### config.mk
export PLATFORM = sky130hd
export DESIGN_NAME = therm_bin_encoder
export DESIGN_NICKNAME = d
export VERILOG_FILES = /design/src/rtl/therm_enc_pkg.sv /design/src/rtl/therm_gray_taps.sv /design/src/rtl/gray_to_bin.sv /design/src/rtl/therm_bin_encoder.sv
export SDC_FILE = /design/constraint.sdc
export NUM_CORES = 1
export LEC_CHECK = 0
export BUFFER_PORTS_ARGS = -buffer_cell sky130_fd_sc_hd__buf_2
export CAP_MARGIN = 15
export CORE_UTILIZATION = 42
export CTS_BUF_LIST = sky130_fd_sc_hd__clkbuf_16
export DETAILED_ROUTE_END_ITERATION = 8
export PLACE_DENSITY_LB_ADDON = 0.08
export SLEW_MARGIN = 0
export SYNTH_ARGS = -nofsm -noshare
export SYNTH_HDL_FRONTEND = slang
export SYNTH_SLANG_ARGS = --single-unit
### constraint.sdc
create_clock -name clk -period 1.3 [get_ports clk]
set_input_delay 0 -clock clk [delete_from_list [all_inputs] [get_ports clk]]
set_output_delay 0 -clock clk [all_outputs]
set_load 0.03 [all_outputs]
### src/rtl/therm_enc_pkg.sv
`timescale 1ns/1ps
package therm_enc_pkg;

    // Resolution of the converter and the comparator count it implies
    localparam int unsigned ENC_RES  = 4;
    localparam int unsigned ENC_TAPS = (1 << ENC_RES) - 1;

    typedef logic [ENC_TAPS-1:0] therm_t;
    typedef logic [ENC_RES-1:0]  code_t;

    // Capture stage: comparator word plus its strobe
    typedef struct packed {
        logic   live;
        therm_t taps;
    } cap_t;

    // Result stage: binary code plus its valid flag
    typedef struct packed {
        logic  live;
        code_t code;
    } res_t;

endpackage

### src/rtl/therm_gray_taps.sv
`timescale 1ns/1ps
module therm_gray_taps #(
    parameter  int unsigned RES  = therm_enc_pkg::ENC_RES,
    localparam int unsigned TAPS = (1 << RES) - 1
) (
    input  logic [TAPS-1:0] cmp,
    output logic [RES-1:0]  gray
);

    for (genvar b = 0; b < RES; b++) begin : g_bit
        localparam int unsigned STEP  = 1 << b;
        localparam int unsigned NPAIR = (TAPS / STEP + 3) / 4;
        logic [NPAIR-1:0] hit;

        for (genvar m = 0; m < NPAIR; m++) begin : g_pair
            localparam int unsigned LO = (4 * m + 1) * STEP;
            localparam int unsigned HI = (4 * m + 3) * STEP;
            if (HI <= TAPS) begin : g_full
                assign hit[m] = cmp[LO-1] & ~cmp[HI-1];
            end else begin : g_open
                assign hit[m] = cmp[LO-1];
            end
        end

        assign gray[b] = |hit;
    end

    // A legal run of ones must land on the reflected code of its length
    always_comb begin : refl_chk_blk
        int unsigned     ones;
        logic [TAPS-1:0] nxt;
        ones = 0;
        for (int i = 0; i < TAPS; i++) ones = ones + 32'(cmp[i]);
        nxt = cmp + TAPS'(1);
        if ((cmp & nxt) == '0) begin

            gray_refl_chk: assert (RES'(ones ^ (ones >> 1)) == gray);
        end
    end

endmodule

### src/rtl/gray_to_bin.sv
`timescale 1ns/1ps
module gray_to_bin #(
    parameter int unsigned RES = therm_enc_pkg::ENC_RES
) (
    input  logic [RES-1:0] gray,
    output logic [RES-1:0] bin
);

    for (genvar b = RES - 1; b >= 0; b--) begin : g_chain
        if (b == RES - 1) begin : g_top
            assign bin[b] = gray[b];
        end else begin : g_low
            assign bin[b] = gray[b] ^ bin[b+1];
        end
    end

    // Re-encoding the binary result must give back the Gray input
    always_comb begin

        gray_inv_chk: assert ((bin ^ (bin >> 1)) == gray);
    end

endmodule

### src/rtl/therm_bin_encoder.sv
`timescale 1ns/1ps
module therm_bin_encoder
    import therm_enc_pkg::*;
(
    input  logic                clk,
    input  logic                rst,
    input  logic                in_en,
    input  logic [ENC_TAPS-1:0] therm_in,
    output logic [ENC_RES-1:0]  bin_out,
    output logic                bin_vld
);

    cap_t  cap_q;
    res_t  res_q;
    code_t gray_w;
    code_t bin_w;

    always_ff @(posedge clk) begin
        if (rst) begin
            cap_q <= '0;
        end else begin
            cap_q.live <= in_en;
            cap_q.taps <= therm_in;
        end
    end

    therm_gray_taps #(.RES(ENC_RES)) u_taps (
        .cmp  (cap_q.taps),
        .gray (gray_w)
    );

    gray_to_bin #(.RES(ENC_RES)) u_g2b (
        .gray (gray_w),
        .bin  (bin_w)
    );

    always_ff @(posedge clk) begin
        if (rst) begin
            res_q <= '0;
        end else begin
            res_q.live <= cap_q.live;
            if (cap_q.live) res_q.code <= bin_w;
        end
    end

    assign bin_out = res_q.code;
    assign bin_vld = res_q.live;


    rst_clear_chk: assert property (@(posedge clk) disable iff (rst)
        $past(rst) |-> (bin_out == '0 && !bin_vld));


    vld_lat_chk: assert property (@(posedge clk) disable iff (rst)
        (!$past(rst) && !$past(rst, 2)) |-> (bin_vld == $past(in_en, 2)));


    hold_chk: assert property (@(posedge clk) disable iff (rst)
        (!bin_vld && !$past(rst)) |-> $stable(bin_out));

endmodule

# Word level (Yosys, flattened, before mapping)
# Index checks and enable logic that the tools add are counted.
[totals] regBits=21 in_bits=18 out_inout_bits=5 word_cells=23
[op_classes] bitwise_logic=17 reduce_logical=2
[ops] op="$and 1x1->1" n=7
[ops] op="$not 1->1" n=7
[ops] op="$reduce_or 4->1" n=1
[ops] op="$xor 1x1->1" n=3
[ops] op="$reduce_or 2->1" n=1

# Logic depth before layout (Yosys ltp)
[logic_depth] ltp_word=5 mapped_depth=4 depth_no_buf=4

# Cells and area by module
# A second synthesis with hierarchy kept.
[hier_totals] hier_cells=65 area_unflattened_um2=728.2
[modules_own_cells] module="therm_bin_encoder" n_inst=1 cells_per_inst=49 area_per_inst_um2=605.6 seq_area_each_um2=420.4
[modules_own_cells] module="therm_gray_taps" n_inst=1 cells_per_inst=11 area_per_inst_um2=72.6 seq_area_each_um2=0.0
[modules_own_cells] module="gray_to_bin" n_inst=1 cells_per_inst=5 area_per_inst_um2=50.0 seq_area_each_um2=0.0

# Worst setup path after synthesis
# No wires, ideal clock.
[synth_timing] kind="flip-flop to flip-flop" startpoint="register cap_q[3] in the netlist's numbering" endpoint="register res_q, in the netlist bin_out[0]" setup_ps=115 arrival_ps=1124 t_required_ps=1185 setup_slack_ps=62 path_stages_with_launch=5 path_buffers=0 period_less_slack_ps=1238 path_cell_list="dfxtp_1 nor2b_4 xnor2_2 xnor3_1 o21a_1"
[synth_between] elab_chain_len=4
[synth_rtl] element="from (decl)" line_no="therm_bin_encoder.sv:13" source="cap_t cap_q;"
[synth_rtl] element="$and 1x1->1" line_no="therm_gray_taps.sv:19" source="assign hit[m] = cmp[LO-1] & ~cmp[HI-1];"
[synth_rtl] element="$xor 1x1->1 (3 in series)" line_no="gray_to_bin.sv:13" source="assign bin[b] = gray[b] ^ bin[b+1];"
[synth_rtl] element="to (decl)" line_no="therm_bin_encoder.sv:14" source="res_t res_q;"
# No other way between the ends.
# A chain may end at the register's enable or synchronous reset.

# Worst setup path after layout
[layout_timing] startpoint="register cap_q[6] in the netlist's numbering" endpoint="register res_q, in the netlist bin_out[0]"
[layout_between] elab_chain_len=4
[layout_rtl] element="$not 1->1" line_no="therm_gray_taps.sv:19"
[layout_rtl] element="$and 1x1->1" line_no="therm_gray_taps.sv:19"
[layout_rtl] element="$reduce_or 4->1" line_no="therm_gray_taps.sv:25" source="assign gray[b] = |hit;"
[layout_rtl] element="$xor 1x1->1" line_no="gray_to_bin.sv:13"
# No other way between the ends.

==> results.md <==
CTS:
- The clock tree from TritonCTS is done.
- Post-CTS timing repair inserted 0 buffers for setup.
- The clock reaches the later pin of the worst-skew pair after 0.25 ns.
- After clock tree synthesis, the clock-pin slew on the worst setup and hold paths is 0.05 ns.
- The clock sink total is 21.
- No sink is reached through more buffers than the 2 on the longest clock path.
- In this run the number of H-tree levels came out at 1.
- The root buffer cell is clkbuf_16.
- The number of clock buffers added by TritonCTS is 3.

Logic synthesis:
- The total of flip-flops plus latches after synthesis is 21.
- After synthesis the cells add up to 697 µm².
- The post-synthesis average cell area is 11.1 µm².
- Synthesis produced a netlist with a net count of 81.
- Synthesis produced a netlist whose cell count is 63.
- Sequential elements use 60.3% of the synthesized area.
- During synthesis, Yosys emitted a total of 0 warnings.
- The number of library cell types mapped by synthesis is 15.

Routing:
- After detailed routing, the met2 layer carries 499 µm of wire.
- In the final routed layout, each cell accounts on average for 9.02 µm.
- In this run the top signal layer used is met4.
- The first-pass iteration count of the detailed router is 4.
- For this run, design rule violations remaining after detail routing come to 0.
- The detailed router put a total of 472 µm of wire on met1.
- The detailed-route wire length is 1070 µm.
- The routed via count is 513.
- The met3 wire length is 55 µm.
- In the routed layout, each cell is associated on average with a via count of 4.31.
- The initial detailed-routing violation count is 1.
- The count of nets left with antenna violations once routing finished came out at 0.

GRT:
- The initial antenna violation count is 0.
- The number of global-route vias before repair is 508.
- Entering global routing, the biggest net connects 22 pins.
- The remaining global-route overflow is 0.
- Global routing used 14.7% of the available tracks.
- The first global-routing pass estimated 1900 µm of wire.

Place:
- OpenSTA, run right after detailed placement, puts the worst setup slack at 0.0184 ns.
- Routability-driven placement finished with a final weighted congestion of 0.678.
- In this run the tool buffered the top-level ports with 22 buffer cells.

Pwr:
- The total leakage power is 0.483 nW.
- VDD sags by at most 874 µV.
- The power per cell area is 1400 nW/µm².

Critical path:
- The highest cell delay on the worst timing path is 0.41 ns.
- The top cell family by delay on the critical path is XOR/XNOR gates.
- The buffering stage count on the worst path with inverters included is 0.
- The worst setup path is launched from a flop.
- The worst setup path is captured at a flop.
- For this design, the slowest cell found on the critical path is xnor3_1.
- The setup path with the least slack is of type reg2reg.
- For the worst setup path, the data required time is 1.45 ns.
- Along the worst path, the maximum fanout reaches 1.
- Walking the worst path, the cells encountered are nand2b_1 > o2111ai_2 > xnor3_1 > o21a_1.
- Data arrives at the worst endpoint at 1.36 ns.

Finish:
- Summing all flip-flop and latch instances after layout gives 420 µm².
- The multi-input combinational cells in the finished layout cover a total of 256 µm².
- In the layout the commonest cells are buf_2, dfxtp_1, nor2b_1, dlygate4sd3_1, nor2_1.
- From synthesis to final layout, the design area changed by 53.5%.
- The layout has 105 filler cells.
- Leaving out fill and tap cells, the most frequent cell in the layout is buf_2.
- The number of nets in the final layout is 122.
- Cells with a size suffix above 1 make up 29.1% of the layout.
- The total inserted antenna cells is 0.

Flow run:
- The reported max-cap violation count is 0.

Timing:
- On the final layout, the worst clock skew is 0.00159 ns.
- The hold slack is 0.128 ns.
- The number of max-slew violations in the final report is 0.
- The highest clock rate is 824 MHz.
- Measured against its own limit, the worst slew margin works out to 76.8%.
- Of the available clock period, the critical path in the final layout requires 93.3%.
- The total count of hold-check failures in the final report is 0.
- The post-route setup TNS is 0 ns.
- Counting I/O delays and the setup requirement, the final critical path takes 1.21 ns.
- Setup violations remaining at the end of the flow were counted as 0.
- At the pin with the least slew margin, the transition time is 0.348 ns.
- Setup repair after global routing left no endpoint under its margin.
- The final worst slack is 0.0866 ns.

Die:
- The width of the chip is 42.7 µm.
- The number of placement rows is 14.
- The y dimension of the die is 42.7 µm.
- The area enclosed by the die boundary is 1830 µm².
- The standard cell core area is 1520 µm².
- The initial utilization of the core area, before any placement, comes to 45.7%.
- The number of placed I/O pins is 23.

Run status:
- The run finished with clean final reports.

Hold path:
- The tightest min-delay check is of the in2reg type.
==> final cells by class <==
class | count | share of cell area [%]
inverters | 4 | 1.40
clock inverters | 1 | 0.468
flip-flops and latches | 21 | 39.3
well taps | 16 | 1.87
multi-input cells | 35 | 24.0
repair buffers | 39 | 26.0
clock buffers | 3 | 7.02
==> state kept, by name, summed over array words and instances (netlist names) <==
| register | cells |
|---|---|
| cap_q | 16 |
| bin_vld | 1 |
| bin_out | 4 |
==> worst reg2reg max path, stage by stage, from the launching register on <==
cell       delay [ns]
dfxtp_1          0.29
nand2b_1         0.15
o2111ai_2        0.09
xnor3_1          0.41
o21a_1           0.17
==> cell families after synthesis <==
group	synth area share [%]
flip-flops	60.3
buffers and inverters	3.77
AO/OA/AOI/OAI	5.39
XOR/XNOR	6.82
AND/OR/NAND/NOR	22.3
multiplexers	1.44
==> synth_stat cells, drive strengths merged <==
cell,n,area (µm²)
xnor2,1,16.3
clkbuf,3,11.3
xor2,1,8.76
o21a,1,7.51
o2111ai,1,8.76
nor2,6,22.5
mux2i,1,10.0
o22ai,1,6.26
nand2b,3,18.8
xnor3,1,22.5
nor2b,17,114
inv,4,15.0
a211oi,2,15.0
dfxtp,21,420
==> power breakdown <==
part / total, mW / internal (mW) / switching, mW
clock: 0.627 / 0.412 / 0.215
sequential: 0.695 / 0.680 / 0.0148
combinational: 0.174 / 0.107 / 0.0669
total: 1.50 / 1.20 / 0.297
==> layer usage <==
| metal | up-vias | global-route usage [%] |
|---|---|---|
| met4 | 0 | 13.1 |
| met3 | 4 | 3.83 |
| li1 | 277 | - |
| met5 | - | 0 |
| met2 | 19 | 24.5 |
| met1 | 213 | 14.8 |
==> path summary, 6_finish.rpt <==
path,cells past startpoint,slack (ns),end,startpoint
hold / removal,2,0.13,bin_vld,rst
setup / recovery,4,0.09,bin_out[0],cap_q[6]
setup reg to reg,4,0.09,bin_out[0],cap_q[6]
hold reg to reg,2,0.49,bin_out[2],bin_out[2]
==> stage by stage <==
step | std cells | area, µm² | utilization [%] | power, mW
after floorplan | 63 | 697 | - | 0.799
after global placement | 99 | 823 | 54.0 | 0.841
after detailed placement | 99 | 823 | 54.0 | 0.843
after CTS | 119 | 1060 | 69.8 | 1.50
after global routing | 119 | 1070 | 70.2 | 1.56
final | 119 | 1070 | 70.2 | 1.50
==> what timing repair did <==
action                                  4_1_cts  5_1_grt
hold endpoints to repair                     16        0
resized for setup                             0        1
hold buffers                                 16        0
endpoints found under the setup margin        0        1
No activity file was read; power rests on OpenSTA's default activity.
